## config.mk

```make
export PLATFORM = sky130hd
export DESIGN_NAME = tfp_unit
export DESIGN_NICKNAME = d
export VERILOG_FILES = /design/src/rtl/tfp_pkg.sv /design/src/rtl/tfp_select.sv /design/src/rtl/tfp_qual.sv /design/src/rtl/tfp_route.sv /design/src/rtl/tfp_unit.sv
export SDC_FILE = /design/constraint.sdc
export NUM_CORES = 1
export LEC_CHECK = 0
export ABC_AREA = 1
export BUFFER_PORTS_ARGS = -buffer_cell sky130_fd_sc_hd__buf_4
export CORE_MARGIN = 5
export CORE_UTILIZATION = 43
export DETAILED_ROUTE_END_ITERATION = 8
export PLACE_DENSITY = 0.95
export SYNTH_ARGS = -nofsm -noshare
export SYNTH_HDL_FRONTEND = slang
export SYNTH_SLANG_ARGS = --single-unit
```

## constraint.sdc

```tcl
create_clock -name clk -period 4.7 [get_ports clk]
set_clock_uncertainty 0.15 [all_clocks]
set_input_delay 0.94 -clock clk [delete_from_list [all_inputs] [get_ports clk]]
set_output_delay 0.94 -clock clk [all_outputs]
set_load 0.005 [all_outputs]
```

## src/rtl/tfp_pkg.sv

```systemverilog
package tfp_pkg;

    localparam logic [2:0] CT_PLAIN   = 3'd0;
    localparam logic [2:0] CT_UNCOND  = 3'd1;
    localparam logic [2:0] CT_PAR_AND = 3'd2;
    localparam logic [2:0] CT_PAR_OR  = 3'd3;
    localparam logic [2:0] CT_PAR_OAC = 3'd4;

    typedef enum logic [2:0] {
        K_PLAIN, K_UNCOND, K_PAND, K_POR, K_POAC, K_RSVD
    } kind_e;

    typedef struct packed {
        logic en;
        logic data;
    } pwr_t;

    function automatic kind_e decode_kind(input logic [2:0] code);
        case (code)
            CT_PLAIN:   return K_PLAIN;
            CT_UNCOND:  return K_UNCOND;
            CT_PAR_AND: return K_PAND;
            CT_PAR_OR:  return K_POR;
            CT_PAR_OAC: return K_POAC;
            default:    return K_RSVD;
        endcase
    endfunction

    function automatic logic uses_swap(input kind_e k);
        return (k == K_PLAIN) || (k == K_UNCOND);
    endfunction

endpackage

```

## src/rtl/tfp_select.sv

```systemverilog
module tfp_select #(
    parameter int FEAT_W   = 64,
    parameter int IMM_W    = 5,
    parameter int SEL_BASE = 32
) (
    input  logic [FEAT_W-1:0] feat,
    input  logic [IMM_W-1:0]  imm,
    output logic              avail
);
    localparam int SEL_W = $clog2(FEAT_W);

    logic [SEL_W-1:0] bit_idx;

    always_comb begin
        bit_idx = SEL_W'(SEL_BASE) + SEL_W'(imm);
        avail   = feat[bit_idx];
    end
endmodule

```

## src/rtl/tfp_qual.sv

```systemverilog
module tfp_qual #(
    parameter int NUM_PRED = 64,
    parameter int IDX_W    = 6
) (
    input  logic [NUM_PRED-1:0] pred_vals,
    input  logic [IDX_W-1:0]    qp_idx,
    output logic                qual
);
    always_comb begin
        if (qp_idx == '0) qual = 1'b1;
        else              qual = pred_vals[qp_idx];
    end
endmodule

```

## src/rtl/tfp_route.sv

```systemverilog
module tfp_route
    import tfp_pkg::*;
#(
    parameter int IDX_W = 6
) (
    input  logic             qual,
    input  logic             avail,
    input  logic             rel_nz,
    input  logic [2:0]       ctype,
    input  logic [IDX_W-1:0] dest1,
    input  logic [IDX_W-1:0] dest2,
    output pwr_t             port_a,
    output pwr_t             port_b,
    output logic [IDX_W-1:0] idx_a,
    output logic [IDX_W-1:0] idx_b,
    output logic             flt
);
    kind_e kind;
    logic  swap;
    logic  zres;
    logic  pres;
    pwr_t  raw_a;
    pwr_t  raw_b;

    always_comb begin
        kind = decode_kind(ctype);
        swap = uses_swap(kind) && rel_nz;
        idx_a = swap ? dest2 : dest1;
        idx_b = swap ? dest1 : dest2;
        zres = ~avail;
        pres = rel_nz ? avail : ~avail;

        raw_a = '0;
        raw_b = '0;
        case (kind)
            K_PLAIN: begin
                raw_a = '{en: qual, data: zres};
                raw_b = '{en: qual, data: ~zres};
            end
            K_UNCOND: begin
                raw_a = '{en: 1'b1, data: qual & zres};
                raw_b = '{en: 1'b1, data: qual & ~zres};
            end
            K_PAND: begin
                raw_a = '{en: qual & ~pres, data: 1'b0};
                raw_b = '{en: qual & ~pres, data: 1'b0};
            end
            K_POR: begin
                raw_a = '{en: qual & pres, data: 1'b1};
                raw_b = '{en: qual & pres, data: 1'b1};
            end
            K_POAC: begin
                raw_a = '{en: qual & pres, data: 1'b1};
                raw_b = '{en: qual & pres, data: 1'b0};
            end
            default: begin
                raw_a = '0;
                raw_b = '0;
            end
        endcase

        flt = (kind != K_RSVD) && (dest1 == dest2) && (qual || kind == K_UNCOND);

        port_a      = raw_a;
        port_b      = raw_b;
        port_a.en   = raw_a.en & ~flt & (idx_a != '0);
        port_b.en   = raw_b.en & ~flt & (idx_b != '0);
    end
endmodule

```

## src/rtl/tfp_unit.sv

```systemverilog
module tfp_unit
    import tfp_pkg::*;
#(
    parameter int NUM_PRED = 64,
    parameter int FEAT_W   = 64,
    parameter int IMM_W    = 5,
    parameter int SEL_BASE = 32,
    localparam int IDX_W   = $clog2(NUM_PRED)
) (
    input  logic                clk,
    input  logic                rst,
    input  logic                in_valid,
    input  logic [IDX_W-1:0]    qp_idx,
    input  logic [NUM_PRED-1:0] pred_vals,
    input  logic [IMM_W-1:0]    sel_imm,
    input  logic                rel_nz,
    input  logic [2:0]          ctype,
    input  logic [IDX_W-1:0]    dest1,
    input  logic [IDX_W-1:0]    dest2,
    input  logic [FEAT_W-1:0]   feat_vec,
    output logic                out_valid,
    output logic                wr_en_a,
    output logic [IDX_W-1:0]    wr_idx_a,
    output logic                wr_data_a,
    output logic                wr_en_b,
    output logic [IDX_W-1:0]    wr_idx_b,
    output logic                wr_data_b,
    output logic                fault
);
    logic             avail;
    logic             qual;
    pwr_t             nx_a;
    pwr_t             nx_b;
    logic [IDX_W-1:0] nx_idx_a;
    logic [IDX_W-1:0] nx_idx_b;
    logic             nx_flt;

    tfp_select #(.FEAT_W(FEAT_W), .IMM_W(IMM_W), .SEL_BASE(SEL_BASE)) sel_i (
        .feat  (feat_vec),
        .imm   (sel_imm),
        .avail (avail)
    );

    tfp_qual #(.NUM_PRED(NUM_PRED), .IDX_W(IDX_W)) qual_i (
        .pred_vals (pred_vals),
        .qp_idx    (qp_idx),
        .qual      (qual)
    );

    tfp_route #(.IDX_W(IDX_W)) route_i (
        .qual   (qual),
        .avail  (avail),
        .rel_nz (rel_nz),
        .ctype  (ctype),
        .dest1  (dest1),
        .dest2  (dest2),
        .port_a (nx_a),
        .port_b (nx_b),
        .idx_a  (nx_idx_a),
        .idx_b  (nx_idx_b),
        .flt    (nx_flt)
    );

    always_ff @(posedge clk) begin
        if (rst) begin
            out_valid <= 1'b0;
            wr_en_a   <= 1'b0;
            wr_idx_a  <= '0;
            wr_data_a <= 1'b0;
            wr_en_b   <= 1'b0;
            wr_idx_b  <= '0;
            wr_data_b <= 1'b0;
            fault     <= 1'b0;
        end else begin
            out_valid <= in_valid;
            wr_en_a   <= in_valid & nx_a.en;
            wr_en_b   <= in_valid & nx_b.en;
            fault     <= in_valid & nx_flt;
            if (in_valid) begin
                wr_idx_a  <= nx_idx_a;
                wr_data_a <= nx_a.data;
                wr_idx_b  <= nx_idx_b;
                wr_data_b <= nx_b.data;
            end
        end
    end
endmodule

```

==> summary.txt <==
Synth
  • Fraction of registers with async set/reset: 0%
  • Register area share after synthesis: 16.3%
  • Mapped Area: 2220 um2
  • Synth warn: 0
  • Flops & latches, synth: 18
  • Synth Instances: ~430
  • Mean Syn Cell Area: between 5 and 6 um2
  • Number of flops mapped to enable cells by yosys: 0
  • Prevailing post-synth register cell: dfxtp_1
  • Mapped Nets: just under 600
  • Distinct cells, synth: 28

STA
  • Worst hold slack: 0.329 ns
  • Final Hold Fails: 0
  • Final worst slack: just over 2 ns
  • Unrepaired setup endpoints after global routing: false
  • Pins Over Slew Limit: 0
  • Tcrit/Tclk final: between 50% and 60%
  • Max_slew headroom: 52.2%
  • Worst slew pin tran: around 0.72 ns
  • Fmax: approximately 370 MHz
  • Min Tclk post-route: between 2 and 3 ns
  • Setup TNS: 0 ns
  • Finish-stage setup viols: 0

Routing
  • Via count: approximately 3.1k
  • 1st-pass router iterations: 5
  • DRC Markers: 0
  • Routed length per placed instance: about 12 um
  • Routed Wire Length: roughly 7300 um
  • Vias/cell: ~4.9
  • Post-route ant nets: 0
  • Initial DRC Count: around 180

Flow run
  • Max_cap viols: 0

Floorplanning
  • Initial Utilization: between 40% and 50%
  • Die Area: 6690 um2
  • Die W: 81.8 um
  • Io pins: around 180
  • Row count: 26
  • Core Region: about 5000 um2
  • Die Y: 81.8 um

Cells and area
  • Fraction of layout cells with a size suffix above 1: just under 30%
  • Ant. Diodes: 0
  • Final Non-Filler Cells: 623
  • P&R area growth vs syn: 47.7%
  • Layout filler cell count: 478
  • Final #Nets: between 700 and 800

Pwr
  • Cell area power density: about 160 nW/um2
  • Int Power: 0.000364 W
  • Net switching power: between 0.00015 and 0.0002 W
  • Combinational share of power: between 40% and 50%
  • Clock power frac: 23.0%
  • Switching share of power: between 30% and 40%
  • Pleak: between 1.5 and 2 nW
  • Worst VDD drop: between 100 and 150 uV
  • Flop pwr share: a little under a third

Global routing
  • Initial antenna violation count: 0
  • Grt ovf: 0
  • First-pass GRT wire length: between 10000 and 15000 um
  • Vias in the first global route: approximately 2.9k
  • Largest net degree at the start of global routing: 37
  • GRT Util Overall: roughly 22%

Critical path
  • Crit. End Element: flip-flop
  • CP Data Arrival Time: between 2 and 3 ns
  • CP Launch Type: input port
  • Top cell by count, worst path: nand2_1
  • Crit Path Category: in2reg
  • Worst Path Max Fanout: 24
  • Worst R2R Path Depth: 4
  • Crit path required time: ~4.7 ns
  • Critical path, cell by cell: buf_4 > inv_1 > nand3_1 > nand2_1 > o21ai_0 > nor4_1 > nand2_1 > nand2_1 > nor2_1
  • Worst path max stage delay: about 0.52 ns
  • CP max-delay cell: nand3_1

CTS
  • CTS root buf: clkbuf_8
  • Post-CTS setup buffer count: 0
  • Maximum buffer depth of the clock tree: 2
  • Inserted Clock Buffers: 3
  • Worst-path clk slew: 0.07 ns
  • Post-CTS Hold Buffers: 0
  • H-tree depth: 1
  • TritonCTS clock tree: yes
  • CTS sink cnt: 18
  • Resized Gates After CTS: 0
  • Clock latency on the worst-skew pair: between 0.2 and 0.3 ns

Place
  • Dpl cells: slightly above 600
  • Global placement routability congestion: between 0.9 and 1
  • # port buffers: 143
  • Detailed Place HPWL: 6190 um
  • Setup slack at placement: 1.83 ns

Status
  • Run status: finished clean

Hold path
  • Hold path depth: 2
  • Worst Hold Class: reg2reg
cell families after synthesis:
| kind of cell | after synthesis | share of synthesized area, % |
|---|---|---|
| compound gates | 47 | 12.6 |
| xor+xnor | 2 | 0.791 |
| buf+inv | 94 | 19.8 |
| flops | 18 | 16.3 |
| simple gates | 266 | 50.5 |
state kept, by name (all words and copies together), names as in the netlist:
register	cells
wr_data_b	1
wr_data_a	1
wr_en_b	1
fault	1
wr_en_a	1
wr_idx_a	6
wr_idx_b	6
out_valid	1
routing by layer:
metal / global-route usage, % / share of wire, % / vias to the layer above
met4: 6.48 / 2.9 / 0
met2: 39.8 / 51 / 120
met1: 25.9 / 38 / 1321
met5: 0 / 0 / -
li1: - / - / 1586
met3: 5.15 / 8.6 / 26
area by class of cell:
type                       count  area, um2  area share (%)
multi-input combinational    315       1420            43.3
inverter                      73        279            8.52
clock buffer                   4       55.1            1.68
timing repair buffer         143       1070            32.8
sequential                    18        360            11.0
tap                           70       87.6            2.68
placed cells by master, fill, tap and decap left out, drive strengths merged, types with 4 or more instances in the layout:
| cell type | n |
|---|---|
| nor2 | 38 |
| clkbuf | 4 |
| a21oi | 6 |
| nand3 | 63 |
| o22ai | 4 |
| o211ai | 10 |
| o21ai | 24 |
| buf | 143 |
| inv | 73 |
| nor3 | 4 |
| dfxtp | 18 |
| nand2 | 155 |
cell usage after synthesis (2+ instances only):
cell type | number | area [um2]
nor2_1 | 37 | 139
nand3_2 | 2 | 20.0
inv_2 | 3 | 11.3
o211ai_1 | 10 | 75.1
o21ai_1 | 2 | 10.0
dfxtp_1 | 18 | 360
o22ai_1 | 4 | 25.0
o21ai_0 | 21 | 105
nand2_2 | 4 | 25.0
inv_1 | 68 | 255
nand4_1 | 2 | 12.5
inv_4 | 2 | 12.5
buf_6 | 8 | 90.1
clkbuf_1 | 5 | 18.8
buf_2 | 4 | 20.0
nand2_1 | 151 | 567
xor2_1 | 2 | 17.5
nor3_1 | 4 | 20.0
a21oi_1 | 6 | 30.0
nand3_1 | 61 | 305
buf_4 | 4 | 30.0
nor4_1 | 3 | 18.8
per-stage QoR:
step / power [W] / instance area, um2 / util [%]
after floorplan: 0.000303 / 2220 / -
after global placement: 0.000410 / 3220 / 63.8
after detailed placement: 0.000418 / 3220 / 63.8
after CTS: 0.000543 / 3270 / 64.9
after global routing: 0.000583 / 3270 / 64.9
final: 0.000539 / 3270 / 64.9
power groups by stage:
| stage | registers, W | clock network [W] | logic, W |
|---|---|---|---|
| global placement | 0.000171 | 0 | 0.000239 |
| global route | 0.000169 | 0.000134 | 0.000281 |
| detailed placement | 0.000171 | 0 | 0.000247 |
| finish | 0.000168 | 0.000124 | 0.000247 |
| floorplan | 0.000171 | 0 | 0.000131 |
| CTS | 0.000168 | 0.000127 | 0.000248 |
final timing paths:
kind / endpoint / slack (ns) / startpoint
setup / recovery: wr_en_b$_SDFF_PP0_ / 2.02 / ctype[2]
hold / removal: wr_data_a$_SDFFE_PP0P_ / 0.33 / wr_data_a$_SDFFE_PP0P_
hold reg to reg: wr_data_a$_SDFFE_PP0P_ / 0.33 / wr_data_a$_SDFFE_PP0P_
setup reg to reg: wr_idx_a[1]$_SDFFE_PP0P_ / 3.85 / wr_idx_a[1]$_SDFFE_PP0P_
worst max-delay path: cells and delay by family:
family	cells	cell delay [ns]
AND/OR/NAND/NOR	6	1.33
buffers and inverters	2	0.22
AO/OA/AOI/OAI	1	0.18
Note: power is estimated with default switching activity, not from simulation.
